**src/rtl/sram_ctrl_pkg.sv**
```systemverilog
// Shared types for the static RAM sequencer.
// Assumes: one state encoding is used by the sequencer only.
package sram_ctrl_pkg;
    typedef enum logic [2:0] {
        ST_IDLE,
        ST_RD,
        ST_WR_START,
        ST_WR_DATA,
        ST_WR_END,
        ST_NOP
    } seq_state_t;
endpackage

```
**src/rtl/sram_ctrl_wait_cnt.sv**
```systemverilog
// Loadable down-counter that times the read and write phases.
// Assumes: the load value is the phase length minus one; expired is high at zero.
module sram_ctrl_wait_cnt #(
    parameter int CNT_W = 2
) (
    input  logic             clk,
    input  logic             rst_n,
    input  logic             load,
    input  logic [CNT_W-1:0] load_val,
    output logic             expired
);
    logic [CNT_W-1:0] cnt;

    // Load on request, otherwise count down and hold at zero.
    always_ff @(posedge clk) begin
        if (!rst_n)          cnt <= '0;
        else if (load)       cnt <= load_val;
        else if (cnt != '0)  cnt <= cnt - 1'b1;
    end

    // Expired flag for the sequencer.
    always_comb expired = (cnt == '0);

    // phase timing relies on a steady decrement

    cnt_step_chk: assert property (@(posedge clk) disable iff (!rst_n)
        (!$past(load) && $past(cnt) != '0) |-> (cnt == $past(cnt) - 1'b1));
endmodule

```
**src/rtl/sram_ctrl_rdcap.sv**
```systemverilog
// Read-data capture register with per-lane masking and a one-clock valid pulse.
// Assumes: cap_en is high for a single clock per read.
module sram_ctrl_rdcap #(
    parameter int DATA_W = 16,
    localparam int NB = DATA_W / 8
) (
    input  logic              clk,
    input  logic              rst_n,
    input  logic              cap_en,
    input  logic [NB-1:0]     cap_be,
    input  logic [DATA_W-1:0] dq_in,
    output logic [DATA_W-1:0] rd_data,
    output logic              rd_valid
);
    // Valid pulse follows the capture edge.
    always_ff @(posedge clk) begin
        if (!rst_n) rd_valid <= 1'b0;
        else        rd_valid <= cap_en;
    end

    for (genvar g = 0; g < NB; g++) begin : g_lane
        // Capture one byte lane; a lane outside the mask reads as zero.
        always_ff @(posedge clk) begin
            if (!rst_n)      rd_data[g*8 +: 8] <= '0;
            else if (cap_en) rd_data[g*8 +: 8] <= cap_be[g] ? dq_in[g*8 +: 8] : 8'h00;
        end
    end


    rd_valid_pulse_chk: assert property (@(posedge clk) disable iff (!rst_n)
        rd_valid |=> !rd_valid);
endmodule

```
**src/rtl/sram_ctrl_seq.sv**
```systemverilog
// Sequencer: accepts requests and drives the registered memory strobes and data driver.
// Assumes: WAIT_RD, WAIT_WR >= 1; strobes are active low; be mask bit set = lane enabled.
module sram_ctrl_seq
    import sram_ctrl_pkg::*;
#(
    parameter int ADDR_W  = 16,
    parameter int DATA_W  = 16,
    parameter int WAIT_RD = 2,
    parameter int WAIT_WR = 2,
    parameter int CNT_W   = 2,
    localparam int NB = DATA_W / 8
) (
    input  logic              clk,
    input  logic              rst_n,
    input  logic              req_valid,
    input  logic              req_write,
    input  logic [ADDR_W-1:0] req_addr,
    input  logic [DATA_W-1:0] req_wdata,
    input  logic [NB-1:0]     req_be,
    input  logic              cnt_expired,
    output logic              cnt_load,
    output logic [CNT_W-1:0]  cnt_val,
    output logic              cap_en,
    output logic [NB-1:0]     cap_be,
    output logic              req_ready,
    output logic [ADDR_W-1:0] sram_addr,
    output logic              cs_n,
    output logic              oe_n,
    output logic              we_n,
    output logic [NB-1:0]     be_n,
    output logic [DATA_W-1:0] dq_out,
    output logic              dq_oe
);
    seq_state_t    state;
    logic [NB-1:0] be_q;
    logic          accept;

    // Acceptance of a new request in idle.
    always_comb accept = (state == ST_IDLE) && req_valid;

    // Counter load for the read window and for the data-driven write window.
    always_comb begin
        cnt_load = 1'b0;
        cnt_val  = '0;
        if (accept && !req_write && req_be != '0) begin
            cnt_load = 1'b1;
            cnt_val  = CNT_W'(WAIT_RD - 1);
        end else if (state == ST_WR_START) begin
            cnt_load = 1'b1;
            cnt_val  = CNT_W'(WAIT_WR - 1);
        end
    end

    // Capture strobe at the last read clock.
    always_comb begin
        cap_en = (state == ST_RD) && cnt_expired;
        cap_be = be_q;
    end

    // State machine with registered memory-side outputs.
    always_ff @(posedge clk) begin
        if (!rst_n) begin
            state     <= ST_IDLE;
            req_ready <= 1'b1;
            cs_n      <= 1'b1;
            oe_n      <= 1'b1;
            we_n      <= 1'b1;
            be_n      <= '1;
            dq_oe     <= 1'b0;
            be_q      <= '0;
            sram_addr <= '0;
            dq_out    <= '0;
        end else begin
            case (state)
                ST_IDLE: if (req_valid) begin
                    req_ready <= 1'b0;
                    sram_addr <= req_addr;
                    dq_out    <= req_wdata;
                    be_q      <= req_be;
                    if (req_be == '0) begin
                        state <= ST_NOP;
                    end else if (req_write) begin
                        state <= ST_WR_START;
                        cs_n  <= 1'b0;
                        we_n  <= 1'b0;
                        be_n  <= ~req_be;
                    end else begin
                        state <= ST_RD;
                        cs_n  <= 1'b0;
                        oe_n  <= 1'b0;
                        be_n  <= ~req_be;
                    end
                end
                ST_RD: if (cnt_expired) begin
                    state     <= ST_IDLE;
                    req_ready <= 1'b1;
                    cs_n      <= 1'b1;
                    oe_n      <= 1'b1;
                    be_n      <= '1;
                end
                ST_WR_START: begin
                    state <= ST_WR_DATA;
                    dq_oe <= 1'b1;
                end
                ST_WR_DATA: if (cnt_expired) begin
                    state <= ST_WR_END;
                    cs_n  <= 1'b1;
                    we_n  <= 1'b1;
                    be_n  <= '1;
                end
                ST_WR_END: begin
                    state     <= ST_IDLE;
                    dq_oe     <= 1'b0;
                    req_ready <= 1'b1;
                end
                ST_NOP: begin
                    state     <= ST_IDLE;
                    req_ready <= 1'b1;
                end
                default: state <= ST_IDLE;
            endcase
        end
    end


    oe_we_excl_chk: assert property (@(posedge clk) disable iff (!rst_n)
        !we_n |-> oe_n);

    turnaround_chk: assert property (@(posedge clk) disable iff (!rst_n)
        !oe_n |-> (!dq_oe && !$past(dq_oe)));

    data_before_rise_chk: assert property (@(posedge clk) disable iff (!rst_n)
        $rose(we_n) |-> ($past(dq_oe) && dq_oe));

    busy_ready_chk: assert property (@(posedge clk) disable iff (!rst_n)
        !cs_n |-> !req_ready);

    nop_quiet_chk: assert property (@(posedge clk) disable iff (!rst_n)
        (req_ready && req_valid && req_be == '0) |=> (cs_n && we_n && oe_n));
endmodule

```
**src/rtl/sram_ctrl.sv**
```systemverilog
// Top: synchronous request port to an asynchronous 16-bit static RAM.
// Assumes: WAIT_RD and WAIT_WR are at least 1; two byte lanes.
module sram_ctrl #(
    parameter int ADDR_W  = 16,
    parameter int DATA_W  = 16,
    parameter int WAIT_RD = 2,
    parameter int WAIT_WR = 2
) (
    input  logic              clk,
    input  logic              rst_n,
    input  logic              req_valid,
    input  logic              req_write,
    input  logic [ADDR_W-1:0] req_addr,
    input  logic [DATA_W-1:0] req_wdata,
    input  logic [1:0]        req_be,
    output logic              req_ready,
    output logic [DATA_W-1:0] rd_data,
    output logic              rd_valid,
    output logic [ADDR_W-1:0] sram_addr,
    output logic              sram_cs_n,
    output logic              sram_oe_n,
    output logic              sram_we_n,
    output logic              sram_ub_n,
    output logic              sram_lb_n,
    output logic [DATA_W-1:0] sram_dq_out,
    output logic              sram_dq_oe,
    input  logic [DATA_W-1:0] sram_dq_in
);
    localparam int NB       = DATA_W / 8;
    localparam int WAIT_MAX = (WAIT_RD > WAIT_WR) ? WAIT_RD : WAIT_WR;
    localparam int CNT_W    = (WAIT_MAX < 2) ? 1 : $clog2(WAIT_MAX);

    logic             cnt_load, cnt_expired, cap_en;
    logic [CNT_W-1:0] cnt_val;
    logic [NB-1:0]    cap_be, be_n;

    sram_ctrl_seq #(
        .ADDR_W(ADDR_W), .DATA_W(DATA_W), .WAIT_RD(WAIT_RD),
        .WAIT_WR(WAIT_WR), .CNT_W(CNT_W)
    ) seq_i (
        .clk(clk), .rst_n(rst_n), .req_valid(req_valid), .req_write(req_write),
        .req_addr(req_addr), .req_wdata(req_wdata), .req_be(req_be),
        .cnt_expired(cnt_expired), .cnt_load(cnt_load), .cnt_val(cnt_val),
        .cap_en(cap_en), .cap_be(cap_be), .req_ready(req_ready),
        .sram_addr(sram_addr), .cs_n(sram_cs_n), .oe_n(sram_oe_n),
        .we_n(sram_we_n), .be_n(be_n), .dq_out(sram_dq_out), .dq_oe(sram_dq_oe)
    );

    sram_ctrl_wait_cnt #(.CNT_W(CNT_W)) cnt_i (
        .clk(clk), .rst_n(rst_n), .load(cnt_load), .load_val(cnt_val),
        .expired(cnt_expired)
    );

    sram_ctrl_rdcap #(.DATA_W(DATA_W)) cap_i (
        .clk(clk), .rst_n(rst_n), .cap_en(cap_en), .cap_be(cap_be),
        .dq_in(sram_dq_in), .rd_data(rd_data), .rd_valid(rd_valid)
    );

    // Byte lane enables to the memory pins.
    always_comb begin
        sram_ub_n = be_n[NB-1];
        sram_lb_n = be_n[0];
    end


    idle_bus_chk: assert property (@(posedge clk) disable iff (!rst_n)
        req_ready |-> (sram_cs_n && !sram_dq_oe));
endmodule

```
**config.mk**
```make
export PLATFORM = sky130hd
export DESIGN_NAME = sram_ctrl
export DESIGN_NICKNAME = d
export VERILOG_FILES = /design/src/rtl/sram_ctrl_pkg.sv /design/src/rtl/sram_ctrl_wait_cnt.sv /design/src/rtl/sram_ctrl_rdcap.sv /design/src/rtl/sram_ctrl_seq.sv /design/src/rtl/sram_ctrl.sv
export SDC_FILE = /design/constraint.sdc
export NUM_CORES = 1
export LEC_CHECK = 0
export BUFFER_PORTS_ARGS = -buffer_cell sky130_fd_sc_hd__buf_2
export CAP_MARGIN = 30
export CORE_MARGIN = 2
export CORE_UTILIZATION = 40
export CTS_CLUSTER_DIAMETER = 100
export DETAILED_ROUTE_END_ITERATION = 6
export PLACE_DENSITY_LB_ADDON = 0.2
export SETUP_SLACK_MARGIN = 0.5
export SLEW_MARGIN = 20
export SYNTH_ARGS = -nofsm -noshare
export SYNTH_HDL_FRONTEND = slang
export SYNTH_HIERARCHICAL = 1
export SYNTH_SLANG_ARGS = --single-unit
```
**constraint.sdc**
```tcl
create_clock -name clk -period 2.9 [get_ports clk]
set_input_delay 0.145 -clock clk [delete_from_list [all_inputs] [get_ports clk]]
set_output_delay 0.145 -clock clk [all_outputs]
set_load 0.02 [all_outputs]
```
After elaboration in Yosys (flattened, before gate mapping)
Index checks and enable logic that the tools add are counted.
{"block": "word_totals", "reg_bits": 62, "inputBits": 54, "out_inout_bits": 56, "word_cells": 81}
{"block": "classes", "add_sub_neg": 1, "n_eq_ne": 12, "muxes": 31, "bitwise_logic": 2, "reduce_logical": 21}
{"op": "two-way mux 8 bit", "count": 2}
{"op": "two-way mux 1 bit", "count": 14}
{"op": "!= test 2 bit, second input constant", "count": 7}
{"op": "two-way mux 3 bit", "count": 4}
{"op": "case mux 3 bit (4 select lines)", "count": 1}
{"op": "AND reduction 5 bit", "count": 2}
{"op": "nonzero test 2 bit", "count": 5}
{"op": "two-way mux 2 bit", "count": 4}
{"op": "case mux 1 bit (2 select lines)", "count": 4}
{"op": "equality test 3 x 2 -> 1 bit, second input constant", "count": 2}
{"op": "equality test 3 bit, second input constant", "count": 2}
{"op": "AND reduction 3 bit", "count": 2}
{"op": "logical AND 1 bit", "count": 4}
{"op": "case mux 2 bit (2 select lines)", "count": 1}
{"op": "AND reduction 4 bit", "count": 1}
{"op": "OR reduction 2 bit", "count": 2}
{"op": "equality test 3 x 1 -> 1 bit, second input constant", "count": 1}
{"op": "logical NOT 3 bit", "count": 1}
{"op": "case mux 1 bit (3 select lines)", "count": 1}
{"op": "nonzero test 3 bit", "count": 1}
{"op": "logical NOT 2 bit", "count": 1}
{"op": "NOT 2 bit", "count": 1}
{"op": "AND reduction 2 bit", "count": 1}
{"op": "logical NOT 1 bit", "count": 1}
{"op": "2 further kinds", "count": 2}

Longest topological paths before layout
{"block": "depth", "word_depth": 6, "mapped_depth": 7, "ltp_nobuf": 5}

Cells and area by module
Netlist, hierarchy kept.
{"module": "sram_ctrl_seq", "n_inst": 1, "cells_per_inst": 203, "area_per_inst_um2": 1694.1, "seq_area_each_um2": 880.8}
{"module": "sram_ctrl_rdcap", "n_inst": 1, "cells_per_inst": 75, "area_per_inst_um2": 698.2, "seq_area_each_um2": 340.3}
{"module": "sram_ctrl_wait_cnt", "n_inst": 1, "cells_per_inst": 3, "area_per_inst_um2": 30.0, "seq_area_each_um2": 20.0}

Least setup slack after synthesis
No wires, ideal clock.
{"block": "synth_timing", "path_type": "register to register", "start": "reg seq_i.state[0]", "end": "reg cap_i.rd_data[0]", "setup_ps": 114, "arrival_time_ps": 1403, "required_time_ps": 2786, "setup_slack_ps": 1383, "stages_incl_launch_ff": 8, "path_buffers": 2, "synth_period_minus_slack_ps": 1517, "path_cell_list": "dfxtp_1 -> clkbuf_1 -> nor2b_1 -> nand2_1 -> nor2_1 -> buf_2 -> nand3b_1 -> nand2_1"}
{"block": "synth_between", "elab_chain_len": 2}
{"element": "from (decl)", "line_no": "sram_ctrl_seq.sv:34", "source": "seq_state_t state;"}
{"element": "from (signal assigned)", "line_no": "sram_ctrl_seq.sv:63", "source": "state <= ST_IDLE;"}
{"element": "from (signal assigned)", "line_no": "sram_ctrl_seq.sv:81", "source": "state <= ST_NOP;"}
{"element": "from (signal assigned)", "line_no": "sram_ctrl_seq.sv:83", "source": "state <= ST_WR_START;"}
{"element": "equality test 3 x 1 -> 1 bit", "line_no": "sram_ctrl_seq.sv:56", "source": "cap_en = (state == ST_RD) && cnt_expired;"}
{"element": "logical AND 1 bit", "line_no": "sram_ctrl_seq.sv:56"}
{"element": "net cap_en", "line_no": "sram_ctrl.sv:33", "source": "logic cnt_load, cnt_expired, cap_en;"}
{"element": "to (signal, indexed assignment)", "line_no": "sram_ctrl_rdcap.sv:25", "source": "else if (cap_en) rd_data[g*8 +: 8] <= cap_be[g] ? dq_in[g*8 +: 8] : 8'h00;"}
{"element": "to (decl)", "line_no": "sram_ctrl_rdcap.sv:12", "source": "output logic [DATA_W-1:0] rd_data,"}
The timed path passes the listed nets, and every way through them passes these cells.
A chain may end at the register's enable or synchronous reset.

Final worst setup path
{"block": "layout_timing", "start": "reg seq_i.state[0]", "end": "reg seq_i.cs_n"}
{"block": "layout_between", "elab_chain_len": 4, "elab_cells_between_ends": 10, "classes_between": "eq/ne (5); mux (1); reduce/logical (4)"}
{"element": "equality test 3 x 2 -> 1 bit / equality test 3 x 1 -> 1 bit (equally long branches)", "line_no": "sram_ctrl_seq.sv:74", "source": "case (state)"}
{"element": "OR reduction 2 bit (no source line)"}
{"element": "!= test 2 bit (no source line) / nonzero test 2 bit (equally long branches)"}
{"element": "AND reduction 4 bit (no source line)"}
{"element": "to (signal assigned)", "line_no": "sram_ctrl_seq.sv:84", "source": "cs_n <= 1'b0;"}
{"element": "to (signal assigned)", "line_no": "sram_ctrl_seq.sv:89", "source": "cs_n <= 1'b0;"}
{"element": "to (signal assigned)", "line_no": "sram_ctrl_seq.sv:97", "source": "cs_n <= 1'b1;"}
{"element": "to (decl)", "line_no": "sram_ctrl_seq.sv:27", "source": "output logic cs_n,"}
Parallel ways exist; a longest one is shown, timed or not.

==> flow_metrics.py <==
metrics = {
    "synth": {
        "ys_seq_area_share_pct": 51.2,
        "ys_warn_count": 6,
        "synth_area_um2": 2420,
        "postSynth.asyncResetShare_pct": 0,
        "synth_edf_count": 0,
        "syn_nets": 335,
        "yosys.area.top_type_share_pct": 51.2,
        "synth.area.top_cells": "dfxtp_1 51%, nand2_1 13%, a21oi_1 7.4%, nand3b_1 5.3%, nand4_1 4.1%",
        "synth_flop_cell": "dfxtp_1",
        "synth.distinct_cells": 33,
        "synth_top_area_cell": "dfxtp_1",
        "synth_area_per_cell_um2": 8.62,
        "synth_seq_cells": 62,
        "syn_inst": 281,
    },
    "die": {
        "core_um2": 5890,
        "rows": 28,
        "die_w_um": 81.8,
        "die-area_um2": 6690,
        "die_h_um": 81.8,
        "start_util_pct": 41.2,
        "io_pins": 110,
    },
    "finish": {
        "fin_nets": 432,
        "syn2layout_area_growth_pct": 26.9,
        "n_antenna_cell": 0,
        "drive_gt1_share_pct": 33.5,
        "final_cell_mix": "109 x buf_2, 86 x nand2_1, 62 x dfxtp_1",
        "layout_commonest_cell": "buf_2",
        "layoutNonFillerInstCount": 457,
    },
    "placement": {
        "place_congestion": 0.690,
        "port_buffers": 109,
        "placed_cells": 442,
        "dpl.hpwl_um": 3840,
    },
    "sta": {
        "holdWs_ns": 0.0522,
        "slew_violations": 0,
        "min_period_over_period_pct": 57.7,
        "finalSetupViolations": 0,
        "maxSlewHeadroom_pct": 54.3,
        "fin_crit_ns": 1.67,
        "finClkSkew_ns": 0.00419,
        "max_freq_ghz": 0.598,
        "rsz0062_at_grt": "false",
        "tightest_slew_ns": 0.685,
        "fin_setup_tns_ns": 0,
        "hold_viol_final": 0,
    },
    "global_route": {
        "grt_use_total_pct": 17.2,
        "grt_pass1_wl_um": 8800,
        "grt_pass1_vias": 1923,
        "antenna_found_initial": 0,
        "grt_max_degree": 43,
        "grt-ovfl-total": 0,
    },
    "power": {
        "p_int_mw": 1.38,
        "ir_worst_vdd_uv": 350,
        "combPwrFrac_pct": 13.1,
        "powerDensity_nw_per_um2": 612,
        "seqPwrFrac_pct": 49.0,
        "p_total_mw": 1.88,
        "power_frac_clock_pct": 37.9,
        "p_sw_mw": 0.502,
        "switching_share_pct": 26.7,
        "static-leakage-power_nw": 1.47,
    },
    "clock_network": {
        "post_cts_resized": 0,
        "cts_root_buf": "clkbuf_8",
        "htree_levels": 3,
        "clock_latency_ns": 0.33,
        "post-cts-setup-buffers": 0,
        "path_clk_slew_ns": 0.07,
        "cts_buffers": 9,
        "cts_tree": "done",
        "cts_buffer_depth": 2,
        "ctsHoldBuffers": 0,
        "cts_sinks": 62,
    },
    "worst_hold_path": {
        "hold_path_class": "in -> reg",
    },
    "drt": {
        "post_drt_via_cell_ratio": 4.78,
        "route.vias.total": 2185,
        "drc": 0,
        "drt-wirelength-per-cell_um": 12.7,
        "wl_um": 5810,
        "drt-pass1-iter-count": 4,
        "drt_iter0_drc": 104,
        "ant_nets": 0,
    },
    "critical_path": {
        "crit_arrival_ns": 1.85,
        "path_cells": "or4b_4 > o21ai_0 > nand3_1",
        "crit_fanout": 36,
        "critPathKind": "reg -> reg",
        "regToRegSetupSlack_ns": 1.23,
        "cp.required_ns": 3.07,
        "worst_setup_path_start_kind": "flip-flop",
        "crit_path_max_incr_delay_ns": 0.77,
        "cp-end-kind": "flip-flop",
        "cp_slowest_cell": "or4b_4",
    },
    "flow_run": {
        "cap_violations": 0,
    },
    "outcome": {
        "status": "finished clean",
    },
}
## synthesized netlist by cell type (3+ instances only)
library cell  number
nand2_1           86
dfxtp_1           62
a21oi_1           36
nand3b_1          17
nand4_1           16
buf_6              8
buf_4              7
clkbuf_1           6
buf_2              5
o21ai_0            5
nor2_1             4
inv_1              3
## kinds of logic (layout without fill, tap and decap cells)
kind of cell    count (synthesis)  in the layout  share of synthesized area, %
compound gates                 54             54                          12.6
flops                          62             62                          51.2
simple gates                  136            136                          27.8
buf+inv                        29            130                          8.32
## power groups by stage
stage               logic (mW)  clock network, mW  registers (mW)
finish                   0.247              0.712           0.922
global route             0.273              0.776           0.926
CTS                      0.250              0.733           0.922
detailed placement       0.249                  0           0.941
global placement         0.247                  0           0.940
floorplan                0.131                  0           0.981
## cell type report
type	instances	area [µm²]
Inverter	3	11.3
Clock inverter	4	48.8
Timing Repair Buffer	112	568
Sequential cell	62	1240
Fill cell	601	2810
Tap cell	75	93.8
Clock buffer	11	131
Multi-Input combinational cell	190	980
## per-stage QoR
| stage | utilization [%] | setup slack (ns) | cell area (µm²) |
|---|---|---|---|
| detailed placement | 49.2 | 1.14 | 2890 |
| CTS | 52.2 | 1.21 | 3070 |
| floorplan | - | 1.38 | 2420 |
| global placement | 49.2 | 1.22 | 2890 |
| finish | 52.2 | 1.23 | 3070 |
| global route | 52.2 | 1.09 | 3070 |
## final timing paths
path / startpoint / endpoint / cells past startpoint
worst max register to register: seq_i/state[0]$_SDFFE_PN0P_ / seq_i/cs_n$_SDFFE_PN1P_ / 3
worst min-delay path: req_wdata[3] / seq_i/dq_out[3]$_SDFFE_PN0P_ / 3
worst max-delay path: seq_i/state[0]$_SDFFE_PN0P_ / seq_i/cs_n$_SDFFE_PN1P_ / 3
worst min register to register: seq_i/dq_out[6]$_SDFFE_PN0P_ / seq_i/dq_out[6]$_SDFFE_PN0P_ / 2
## flip-flops by register name, indices dropped and copies added, names as in the netlist, 2 cells and up
register,flops
seq_i/sram_addr,16
seq_i/be_n,2
seq_i/cap_be,2
cap_i/rd_data,16
seq_i/state,3
seq_i/dq_out,16
## critical path: cells and delay by family (launching register included)
| kind | cells | cell delay (ns) |
|---|---|---|
| flops | 1 | 0.42 |
| simple gates | 2 | 0.86 |
| compound gates | 1 | 0.23 |
## routing by layer
metal | share of wire, % | track usage, % | up-vias
met2 | 45 | 27.1 | 65
met4 | 0.91 | 5.50 | 0
met3 | 7.5 | 7.36 | 4
met5 | 0 | 0 | -
met1 | 46 | 21.3 | 970
li1 | - | - | 1146
Power figures use the tool's default switching activity.
